## src/rtl/uctl_pkg.sv

```systemverilog
package uctl_pkg;

    localparam int UA_W = 4;

    // Micro-address labels of the store
    typedef enum logic [UA_W-1:0] {
        UA_FETCH    = 4'd0,
        UA_DECODE   = 4'd1,
        UA_BEQ1     = 4'd2,
        UA_RT_EXEC  = 4'd3,
        UA_RT_WB    = 4'd4,
        UA_MEM_ADDR = 4'd5,
        UA_LW_READ  = 4'd6,
        UA_LW_WB    = 4'd7,
        UA_SW_WRITE = 4'd8
    } uaddr_e;

    typedef enum logic [1:0] {ALU_NONE, ALU_ADD, ALU_SUB, ALU_FUNC} alu_fld_e;
    typedef enum logic [1:0] {OPA_NONE, OPA_PC, OPA_REG} opa_fld_e;
    typedef enum logic [2:0] {OPB_NONE, OPB_REG, OPB_FOUR, OPB_IMM, OPB_IMM_SH} opb_fld_e;
    typedef enum logic [1:0] {RF_NONE, RF_READ, RF_WR_ALU, RF_WR_MDR} rf_fld_e;
    typedef enum logic [1:0] {MEM_NONE, MEM_RD_PC, MEM_RD_ALU, MEM_WR_ALU} mem_fld_e;
    typedef enum logic [1:0] {PCW_NONE, PCW_ALU, PCW_ALU_ZERO} pcw_fld_e;
    typedef enum logic [1:0] {NX_SEQ, NX_FETCH, NX_DISP1, NX_DISP2} nx_fld_e;

    typedef struct packed {
        alu_fld_e alu;
        opa_fld_e opa;
        opb_fld_e opb;
        rf_fld_e  rf;
        mem_fld_e mem;
        pcw_fld_e pcw;
        nx_fld_e  nx;
    } uinstr_t;

    localparam logic [1:0] ALUOP_ADD  = 2'b00;
    localparam logic [1:0] ALUOP_SUB  = 2'b01;
    localparam logic [1:0] ALUOP_FUNC = 2'b10;

    localparam logic [1:0] BSEL_REG    = 2'b00;
    localparam logic [1:0] BSEL_FOUR   = 2'b01;
    localparam logic [1:0] BSEL_IMM    = 2'b10;
    localparam logic [1:0] BSEL_IMM_SH = 2'b11;

endpackage

```

## src/rtl/uctl_ustore.sv

```systemverilog
module uctl_ustore
    import uctl_pkg::*;
(
    input  logic [UA_W-1:0] addr,
    output uinstr_t         word
);
    always_comb begin
        word = '{ALU_NONE, OPA_NONE, OPB_NONE, RF_NONE, MEM_NONE, PCW_NONE, NX_FETCH};
        unique case (addr)
            UA_FETCH:    word = '{ALU_ADD,  OPA_PC,   OPB_FOUR,   RF_NONE,   MEM_RD_PC,  PCW_ALU,      NX_SEQ};
            UA_DECODE:   word = '{ALU_ADD,  OPA_PC,   OPB_IMM_SH, RF_READ,   MEM_NONE,   PCW_NONE,     NX_DISP1};
            UA_BEQ1:     word = '{ALU_SUB,  OPA_REG,  OPB_REG,    RF_NONE,   MEM_NONE,   PCW_ALU_ZERO, NX_FETCH};
            UA_RT_EXEC:  word = '{ALU_FUNC, OPA_REG,  OPB_REG,    RF_NONE,   MEM_NONE,   PCW_NONE,     NX_SEQ};
            UA_RT_WB:    word = '{ALU_NONE, OPA_NONE, OPB_NONE,   RF_WR_ALU, MEM_NONE,   PCW_NONE,     NX_FETCH};
            UA_MEM_ADDR: word = '{ALU_ADD,  OPA_REG,  OPB_IMM,    RF_NONE,   MEM_NONE,   PCW_NONE,     NX_DISP2};
            UA_LW_READ:  word = '{ALU_NONE, OPA_NONE, OPB_NONE,   RF_NONE,   MEM_RD_ALU, PCW_NONE,     NX_SEQ};
            UA_LW_WB:    word = '{ALU_NONE, OPA_NONE, OPB_NONE,   RF_WR_MDR, MEM_NONE,   PCW_NONE,     NX_FETCH};
            UA_SW_WRITE: word = '{ALU_NONE, OPA_NONE, OPB_NONE,   RF_NONE,   MEM_WR_ALU, PCW_NONE,     NX_FETCH};
            default:     word = '{ALU_NONE, OPA_NONE, OPB_NONE,   RF_NONE,   MEM_NONE,   PCW_NONE,     NX_FETCH};
        endcase
    end
endmodule

```

## src/rtl/uctl_dispatch.sv

```systemverilog
module uctl_dispatch
    import uctl_pkg::*;
#(
    parameter int              OP_W     = 6,
    parameter logic [OP_W-1:0] OP_RTYPE = 0,
    parameter logic [OP_W-1:0] OP_BEQ   = 4,
    parameter logic [OP_W-1:0] OP_LW    = 35,
    parameter logic [OP_W-1:0] OP_SW    = 43
) (
    input  logic [OP_W-1:0] opcode,
    output logic [UA_W-1:0] tgt_d1,
    output logic [UA_W-1:0] tgt_d2
);
    // First table: chosen after decode
    always_comb begin
        tgt_d1 = UA_FETCH;
        if (opcode == OP_BEQ)
            tgt_d1 = UA_BEQ1;
        else if (opcode == OP_RTYPE)
            tgt_d1 = UA_RT_EXEC;
        else if (opcode == OP_LW || opcode == OP_SW)
            tgt_d1 = UA_MEM_ADDR;
    end

    // Second table: chosen after address computation
    always_comb begin
        tgt_d2 = UA_FETCH;
        if (opcode == OP_LW)
            tgt_d2 = UA_LW_READ;
        else if (opcode == OP_SW)
            tgt_d2 = UA_SW_WRITE;
    end
endmodule

```

## src/rtl/uctl_useq.sv

```systemverilog
module uctl_useq
    import uctl_pkg::*;
(
    input  logic            clk,
    input  logic            rst_n,
    input  nx_fld_e         nx_sel,
    input  logic [UA_W-1:0] tgt_d1,
    input  logic [UA_W-1:0] tgt_d2,
    output logic [UA_W-1:0] upc
);
    logic [UA_W-1:0] upc_nxt;

    always_comb begin
        unique case (nx_sel)
            NX_SEQ:   upc_nxt = upc + 1'b1;
            NX_FETCH: upc_nxt = UA_FETCH;
            NX_DISP1: upc_nxt = tgt_d1;
            NX_DISP2: upc_nxt = tgt_d2;
        endcase
    end

    always_ff @(posedge clk or negedge rst_n) begin
        if (!rst_n)
            upc <= UA_FETCH;
        else
            upc <= upc_nxt;
    end
endmodule

```

## src/rtl/uctl_decode.sv

```systemverilog
module uctl_decode
    import uctl_pkg::*;
(
    input  uinstr_t    word,
    input  logic       alu_zero,
    output logic       pc_load,
    output logic       pc_src,
    output logic       addr_sel,
    output logic       mem_rd,
    output logic       mem_wr,
    output logic       ir_load,
    output logic       reg_wr,
    output logic       dst_sel,
    output logic       wb_sel,
    output logic       alu_a_sel,
    output logic [1:0] alu_b_sel,
    output logic [1:0] alu_op
);
    always_comb begin
        unique case (word.alu)
            ALU_SUB:  alu_op = ALUOP_SUB;
            ALU_FUNC: alu_op = ALUOP_FUNC;
            default:  alu_op = ALUOP_ADD;
        endcase
    end

    assign alu_a_sel = (word.opa == OPA_REG);

    always_comb begin
        unique case (word.opb)
            OPB_FOUR:   alu_b_sel = BSEL_FOUR;
            OPB_IMM:    alu_b_sel = BSEL_IMM;
            OPB_IMM_SH: alu_b_sel = BSEL_IMM_SH;
            default:    alu_b_sel = BSEL_REG;
        endcase
    end

    always_comb begin
        reg_wr  = 1'b0;
        dst_sel = 1'b0;
        wb_sel  = 1'b0;
        unique case (word.rf)
            RF_WR_ALU: begin reg_wr = 1'b1; dst_sel = 1'b1; end
            RF_WR_MDR: begin reg_wr = 1'b1; wb_sel  = 1'b1; end
            default:   ;
        endcase
    end

    always_comb begin
        mem_rd   = 1'b0;
        mem_wr   = 1'b0;
        ir_load  = 1'b0;
        addr_sel = 1'b0;
        unique case (word.mem)
            MEM_RD_PC:  begin mem_rd = 1'b1; ir_load  = 1'b1; end
            MEM_RD_ALU: begin mem_rd = 1'b1; addr_sel = 1'b1; end
            MEM_WR_ALU: begin mem_wr = 1'b1; addr_sel = 1'b1; end
            default:    ;
        endcase
    end

    always_comb begin
        pc_load = 1'b0;
        pc_src  = 1'b0;
        unique case (word.pcw)
            PCW_ALU:      pc_load = 1'b1;
            PCW_ALU_ZERO: begin pc_load = alu_zero; pc_src = 1'b1; end
            default:      ;
        endcase
    end
endmodule

```

## src/rtl/uctl_top.sv

```systemverilog
module uctl_top
    import uctl_pkg::*;
#(
    parameter int              OP_W     = 6,
    parameter logic [OP_W-1:0] OP_RTYPE = 0,
    parameter logic [OP_W-1:0] OP_BEQ   = 4,
    parameter logic [OP_W-1:0] OP_LW    = 35,
    parameter logic [OP_W-1:0] OP_SW    = 43
) (
    input  logic            clk,
    input  logic            rst_n,
    input  logic [OP_W-1:0] opcode,
    input  logic            alu_zero,
    output logic [UA_W-1:0] upc,
    output logic            pc_load,
    output logic            pc_src,
    output logic            addr_sel,
    output logic            mem_rd,
    output logic            mem_wr,
    output logic            ir_load,
    output logic            reg_wr,
    output logic            dst_sel,
    output logic            wb_sel,
    output logic            alu_a_sel,
    output logic [1:0]      alu_b_sel,
    output logic [1:0]      alu_op
);
    uinstr_t         word;
    logic [UA_W-1:0] tgt_d1;
    logic [UA_W-1:0] tgt_d2;

    uctl_ustore u_store (
        .addr (upc),
        .word (word)
    );

    uctl_dispatch #(
        .OP_W(OP_W), .OP_RTYPE(OP_RTYPE), .OP_BEQ(OP_BEQ),
        .OP_LW(OP_LW), .OP_SW(OP_SW)
    ) u_disp (
        .opcode (opcode),
        .tgt_d1 (tgt_d1),
        .tgt_d2 (tgt_d2)
    );

    uctl_useq u_seq (
        .clk    (clk),
        .rst_n  (rst_n),
        .nx_sel (word.nx),
        .tgt_d1 (tgt_d1),
        .tgt_d2 (tgt_d2),
        .upc    (upc)
    );

    uctl_decode u_dec (
        .word      (word),
        .alu_zero  (alu_zero),
        .pc_load   (pc_load),
        .pc_src    (pc_src),
        .addr_sel  (addr_sel),
        .mem_rd    (mem_rd),
        .mem_wr    (mem_wr),
        .ir_load   (ir_load),
        .reg_wr    (reg_wr),
        .dst_sel   (dst_sel),
        .wb_sel    (wb_sel),
        .alu_a_sel (alu_a_sel),
        .alu_b_sel (alu_b_sel),
        .alu_op    (alu_op)
    );
endmodule

```

## config.mk

```make
export PLATFORM = sky130hd
export DESIGN_NAME = uctl_top
export DESIGN_NICKNAME = d
export VERILOG_FILES = /design/src/rtl/uctl_pkg.sv /design/src/rtl/uctl_ustore.sv /design/src/rtl/uctl_dispatch.sv /design/src/rtl/uctl_useq.sv /design/src/rtl/uctl_decode.sv /design/src/rtl/uctl_top.sv
export SDC_FILE = /design/constraint.sdc
export NUM_CORES = 1
export LEC_CHECK = 0
export BUFFER_PORTS_ARGS = -buffer_cell sky130_fd_sc_hd__buf_2
export CORE_UTILIZATION = 35
export DETAILED_ROUTE_END_ITERATION = 8
export SLEW_MARGIN = 10
export SYNTH_ARGS = -nofsm -noshare
export SYNTH_HDL_FRONTEND = slang
export SYNTH_HIERARCHICAL = 1
export SYNTH_SLANG_ARGS = --single-unit
```

## constraint.sdc

```tcl
create_clock -name clk -period 4.2 [get_ports clk]
set_clock_uncertainty 0.15 [all_clocks]
set_input_delay 0.21 -clock clk [delete_from_list [all_inputs] [get_ports clk]]
set_output_delay 0.21 -clock clk [all_outputs]
set_load 0.05 [all_outputs]
```

==> impl_metrics.toml, run 1 <==
[routing]
viasPerCell = 4.755
ant_nets = 0
post_drt_wl_per_cell_um = 10.19
drc = 0
routed_wl_mm = 1.416
drtPass1Iterations = 4
drtIter0Drc = 8
dr_total_vias = 661

[timing]
slew-limit-headroom_pct = 53.03
tightest_slew_ps = 703.1
hold_viol = 0
rsz0062_at_grt = "no"
fmaxAchievable_ghz = 0.3974
period_needed_ps = 2516
fin_crit_sh_pct = 59.91
finalMaxSlewViolations = 0
setup_viol = 0
setup_tns_ps = 0

[synth]
ys_seq_area_share_pct = 14.04
synth_common_cells = "11 x ha_1, 9 x inv_1, 6 x nor2_1, 6 x nor2b_1"
async_flop_share_pct = 100.0
synthTopCellsByArea = "ha_1 19%, dfrtp_1 14%, mux2i_1 5.6%"
syn_area_um2 = 713.2
synthMuxAreaShare_pct = 5.614
synth-main-ff-cell = "dfrtp_1"
synth_fa_ha_area_share_pct = 19.30
synth_top_family_by_area = "simple AND/OR/NAND/NOR gates"
synth_edf_count = 0
postSynthCellCount = 92
yosysTopAreaCellShare_pct = 19.30
synthXorXnorAreaFrac_pct = 3.684
ys_seq_elements = 4
synth_compound_area_share_pct = 11.75
synth.distinct_cells = 34
synthMostInstantiatedCell = "ha_1"
synth_simple_gate_area_share_pct = 30.70
syn-mean-instance-area_um2 = 7.752
ys_warn_count = 6
synth_top_area_cell = "ha_1"

[die]
dieArea_um2 = 2222
die_w_um = 47.14
num_rows = 15
ioPinCount = 27
die_h_um = 47.14
core_um2 = 1821
start_util_pct = 39.18

[clock_network]
numClockSinks = 4
cts-resized-gates = 0
clock_latency_ps = 240
numCtsBuffers = 3
cts_tree = "yes"
path_clk_slew_ps = 40
clock_path_buffers = 2
cts_root_buf = "clkbuf_4"
ctsHoldBuffers = 1
cts.htree.levels = 1
postCtsSetupBuffers = 0

[setup_path]
end_kind = "primary output"
max_stage_delay_ps = 480
worst_setup_path_start_kind = "flip-flop"
worstPathRequired_ps = 3840
crit_fanout = 9
worst_r2r_endpoint = "u_seq/upc[0]$_DFF_PN0_"
crit_arrival_ps = 2160
reg2reg_depth = 5
crit_chain = "inv_1 -> ha_1 -> nand2b_2 -> inv_1 -> a22o_1 -> ha_1 -> or2_2 -> buf_2"
crit_slowest_cell = "dfrtp_1"
setup.worst_path.start = "u_seq/upc[1]$_DFF_PN0_"
rrSetupSlack_ps = 2110
worst-setup-path-type = "flip-flop to primary output"
worstReg2RegStart = "u_seq/upc[1]$_DFF_PN0_"
endpoint = "addr_sel"

[global_routing]
antenna_found_initial = 0
grt_pass1_wl_mm = 2.311
grt_usage_pct = 14.69
grt_max_degree = 15
grt_pass1_vias = 577
use_met3_pct = 4.615
grt-ovfl-total = 0
gr-usage-met2_pct = 25.56
top_usage_layer = "met2"
use_met1_pct = 16.94

[finish]
antenna_cells = 0
drive_above_1_share_pct = 28.95
largest_reg_flops = 4
syn_to_final_growth_pct = 18.07
reg_top3 = "u_seq/upc (4)"
fill_cells = 179
regMostFlops = "u_seq/upc"
fin_nets = 136

[min_path]
hold_path.class = "primary input to asynchronous set/reset pin"

[placement]
hpwl_mm = 1.128
gp_congestion = 0.7416
io_buffer_count = 26

[job]
cap_viol_max_count = 0

[run_status]
outcome = "completed"
[logic make-up (layout without fill, tap and decap cells)]
logic type      after synthesis  after routing
mux                           4              4
xor+xnor                      3              3
fa+ha+maj                    11             11
compound gates               13             13
buf+inv                      18             39
flops                         4              4
other cells                   1              2
simple gates                 38             38
[critical path: cells and delay by family, from the launching register on]
family | cells | cell delay (ps)
compound gates | 1 | 270
fa+ha+maj | 2 | 400
buf+inv | 3 | 420
flops | 1 | 480
simple gates | 2 | 350
[placed cells by master, fill, tap and decap left out]
cell           count
a31oi_1            1
o21ai_0            1
and3b_1            1
o22ai_1            1
nor2_1             6
nand2b_2           1
conb_1             2
nand4b_1           1
or2_1              2
nand2b_1           2
mux2i_1            4
dfrtp_1            4
xnor2_1            1
nor3_1             3
nand2_1            3
dlygate4sd3_1      1
o21ai_1            2
buf_2             26
nor3b_1            1
a211oi_2           1
a22o_1             1
ha_1              11
a21oi_1            4
xor2_1             2
nor2b_1            6
clkbuf_4           3
or4_4              1
or2_2              1
inv_1              9
o31ai_1            1
a21o_1             1
nand3_1            5
and2_1             5
[layer usage]
metal,vias to the layer above,share of wire (%)
met3,3,4.2
met1,297,49
li1,345,-
met5,-,0
met2,16,47
met4,0,0.56
[area by class of cell]
class                      count  area [um2]  area share, %
tap                           25       31.28          3.715
inverter                       9       33.78          4.012
timing repair buffer          27       140.1          16.64
multi-input combinational     71       514.2          61.07
clock buffer                   3       22.52          2.675
sequential                     4       100.1          11.89
[per-stage QoR]
stage | setup slack (ps) | cells | area (um2) | hold WS, ps | util, %
global placement | 2010 | 135 | 809.5 | -133.6 | 44.47
global route | 1486 | 139 | 842.1 | 155.8 | 46.25
detailed placement | 1930 | 135 | 809.5 | -128.4 | 44.47
floorplan | 1288 | 93 | 716.9 | -235.6 | -
CTS | 1671 | 139 | 842.1 | 142.9 | 46.25
finish | 1684 | 139 | 842.1 | 153.5 | 46.25
[worst min-delay path by stage]
stage / to / start / cells past startpoint
CTS: u_seq/upc[1]$_DFF_PN0_ / opcode[3] / 4
global placement: u_seq/upc[3]$_DFF_PN0_ / rst_n / 1
finish: u_seq/upc[0]$_DFF_PN0_ / rst_n / 2
detailed placement: u_seq/upc[3]$_DFF_PN0_ / rst_n / 1
floorplan: u_seq/upc[0]$_DFF_PN0_ / rst_n / 0
global route: u_seq/upc[1]$_DFF_PN0_ / rst_n / 2
Power of run 1 is left out: the tool's default activity adds up to more than one toggle a clock period on the data nets, which glitch-free logic cannot reach.
==> inputs of run 2 (changes only) <==
- ABC_AREA: default -> 1
- clock period: 4.2 -> 2 ns (I/O delays scaled with it)
==> impl_metrics.toml, run 2 <==
[placement]
gp_congestion = 0.8257
place_inst = 180
hpwl_mm = 1.241
io_buffer_count = 26
dp_slack_ps = 139.1

[synth]
syn-mean-instance-area_um2 = 5.897
ys_warn_count = 6
synth_top_family_by_area = "simple AND/OR/NAND/NOR gates"
synth.distinct_cells = 19
synth-main-ff-cell = "dfrtp_1"
ys_seq_area_share_pct = 13.16
yosysTopAreaCellShare_pct = 18.09
synth_top_area_cell = "ha_1"
synth_edf_count = 0
async_flop_share_pct = 100.0
synthTopCellsByArea = "ha_1 18%, inv_1 14%, nand2_1 14%"
synth_fa_ha_area_share_pct = 18.09
synth_common_cells = "29 x inv_1, 29 x nand2_1, 21 x nand3_1"
synth_simple_gate_area_share_pct = 44.41
postSynthCellCount = 129
ys_seq_elements = 4
synthMuxAreaShare_pct = 0
synth_compound_area_share_pct = 0.6579
syn_area_um2 = 760.7
synthXorXnorAreaFrac_pct = 0

[timing]
finalMaxSlewViolations = 0
setup_viol = 0
hold_viol = 0
fin_crit_sh_pct = 95.48
tightest_slew_ps = 574.2
fmaxAchievable_ghz = 0.5237
period_needed_ps = 1910
fin_ws_ps = 90.34
slew-limit-headroom_pct = 61.58
hold-worst-slack_ps = 35.44

[clock_network]
cts.htree.levels = 1
clock_path_buffers = 2
numClockSinks = 4
cts_tree = "yes"
clock_latency_ps = 240
path_clk_slew_ps = 40
numCtsBuffers = 3
cts_root_buf = "clkbuf_4"

[routing]
viasPerCell = 4.210
ant_nets = 0
drtIter0Drc = 9
drtPass1Iterations = 3
drc = 0
routed_wl_mm = 1.521
post_drt_wl_per_cell_um = 8.177
dr_total_vias = 783

[finish]
largest_reg_flops = 4
final_cells = 186
reg_top3 = "u_seq/upc (4)"
fill_cells = 205
syn_to_final_growth_pct = 39.97
regMostFlops = "u_seq/upc"
final_common_cell = "nand2_1"
fin_nets = 180
antenna_cells = 0
drive_above_1_share_pct = 41.51
final_cell_mix = "26 x nand2_1, 24 x inv_1, 21 x buf_2, 21 x nand3_1, 8 x nor2_1"

[die]
die_w_um = 48.62
core_um2 = 2002
num_rows = 16
dieArea_um2 = 2364
die_h_um = 48.62
ioPinCount = 27
start_util_pct = 38.00

[global_routing]
antenna_found_initial = 0
grt-ovfl-total = 0
grt_usage_pct = 13.89
grt_pass1_wl_mm = 2.573
grt_max_degree = 14
grt_pass1_vias = 657

[setup_path]
reg2reg_depth = 7
worst_setup_path_start_kind = "flip-flop"
rrSetupSlack_ps = 220
end_kind = "primary output"
worst_r2r_endpoint = "u_seq/upc[2]$_DFF_PN0_"
crit_arrival_ps = 1660
worstReg2RegStart = "u_seq/upc[0]$_DFF_PN0_"
crit_fanout = 3
worstPathRequired_ps = 1750
worst-setup-path-type = "flip-flop to primary output"

[job]
cap_viol_max_count = 0

[min_path]
hold_path.class = "primary input to asynchronous set/reset pin"

[run_status]
outcome = "completed"
==> run 2: metrics by stage <==
step	instance area (um2)	TNS, ps	util, %
final	1065	0	53.19
after global routing	1065	-12.50	53.19
after CTS	994.7	0	49.69
after detailed placement	929.6	0	46.44
after global placement	929.6	0	46.44
after floorplan	792.0	-170.6	-
==> run 2: worst max-delay path by stage <==
stage	startpoint	to	slack, ps
2_1_floorplan	u_seq/upc[0]$_DFF_PN0_	pc_load	-170
3_3_place_gp	u_seq/upc[1]$_DFF_PN0_	addr_sel	200
3_5_place_dp	u_seq/upc[1]$_DFF_PN0_	pc_load	140
4_1_cts	u_seq/upc[1]$_DFF_PN0_	addr_sel	6
5_1_grt	u_seq/upc[0]$_DFF_PN0_	pc_load	-7
6_report	u_seq/upc[0]$_DFF_PN0_	pc_load	90
==> run 2: cells by family (layout without fill, tap and decap cells) <==
| logic type | count (synthesis) | in the layout |
|---|---|---|
| AO/OA/AOI/OAI | 1 | 1 |
| adder cells (fa/ha/maj) | 11 | 11 |
| buffers and inverters | 39 | 68 |
| flip-flops | 4 | 4 |
| other | 1 | 2 |
| AND/OR/NAND/NOR | 73 | 73 |
==> run 2: what timing repair did <==
action | in CTS | in global routing
hold endpoints to repair | 4 | 0
setup buffers | 1 | 0
resized for setup | 8 | 22
hold buffers | 1 | 0
pin swaps | 0 | 3
setup endpoints to repair | 5 | 8
cloned | 0 | 0
==> run 2: layer usage <==
layer / global-route usage, % / wire length, um / vias up
met5: 0 / 0 / -
met4: 5.882 / 25 / 0
met3: 1.887 / 26 / 2
met2: 24.77 / 811 / 16
met1: 16.44 / 658 / 327
li1: - / - / 438
==> run 2: area by class of cell <==
cell class                      instances  area [um2]  share of cell area (%)
Multi-Input combinational cell         87       569.3                   53.47
Timing Repair Buffer                   32       209.0                   19.62
Inverter                               32       122.6                   11.52
Sequential cell                         4       103.9                   9.753
Tap cell                               27       33.78                   3.173
Clock buffer                            4       26.28                   2.468
==> run 2: critical path, stage by stage (launching register included) <==
cell and delay, ps:
dfrtp_2 410, inv_4 80, ha_2 170, nand2_1 100
nor2_4 150, inv_1 50, ha_1 180, inv_2 70
a21oi_4 50, buf_6 150
Power of run 2 is left out for the same reason.
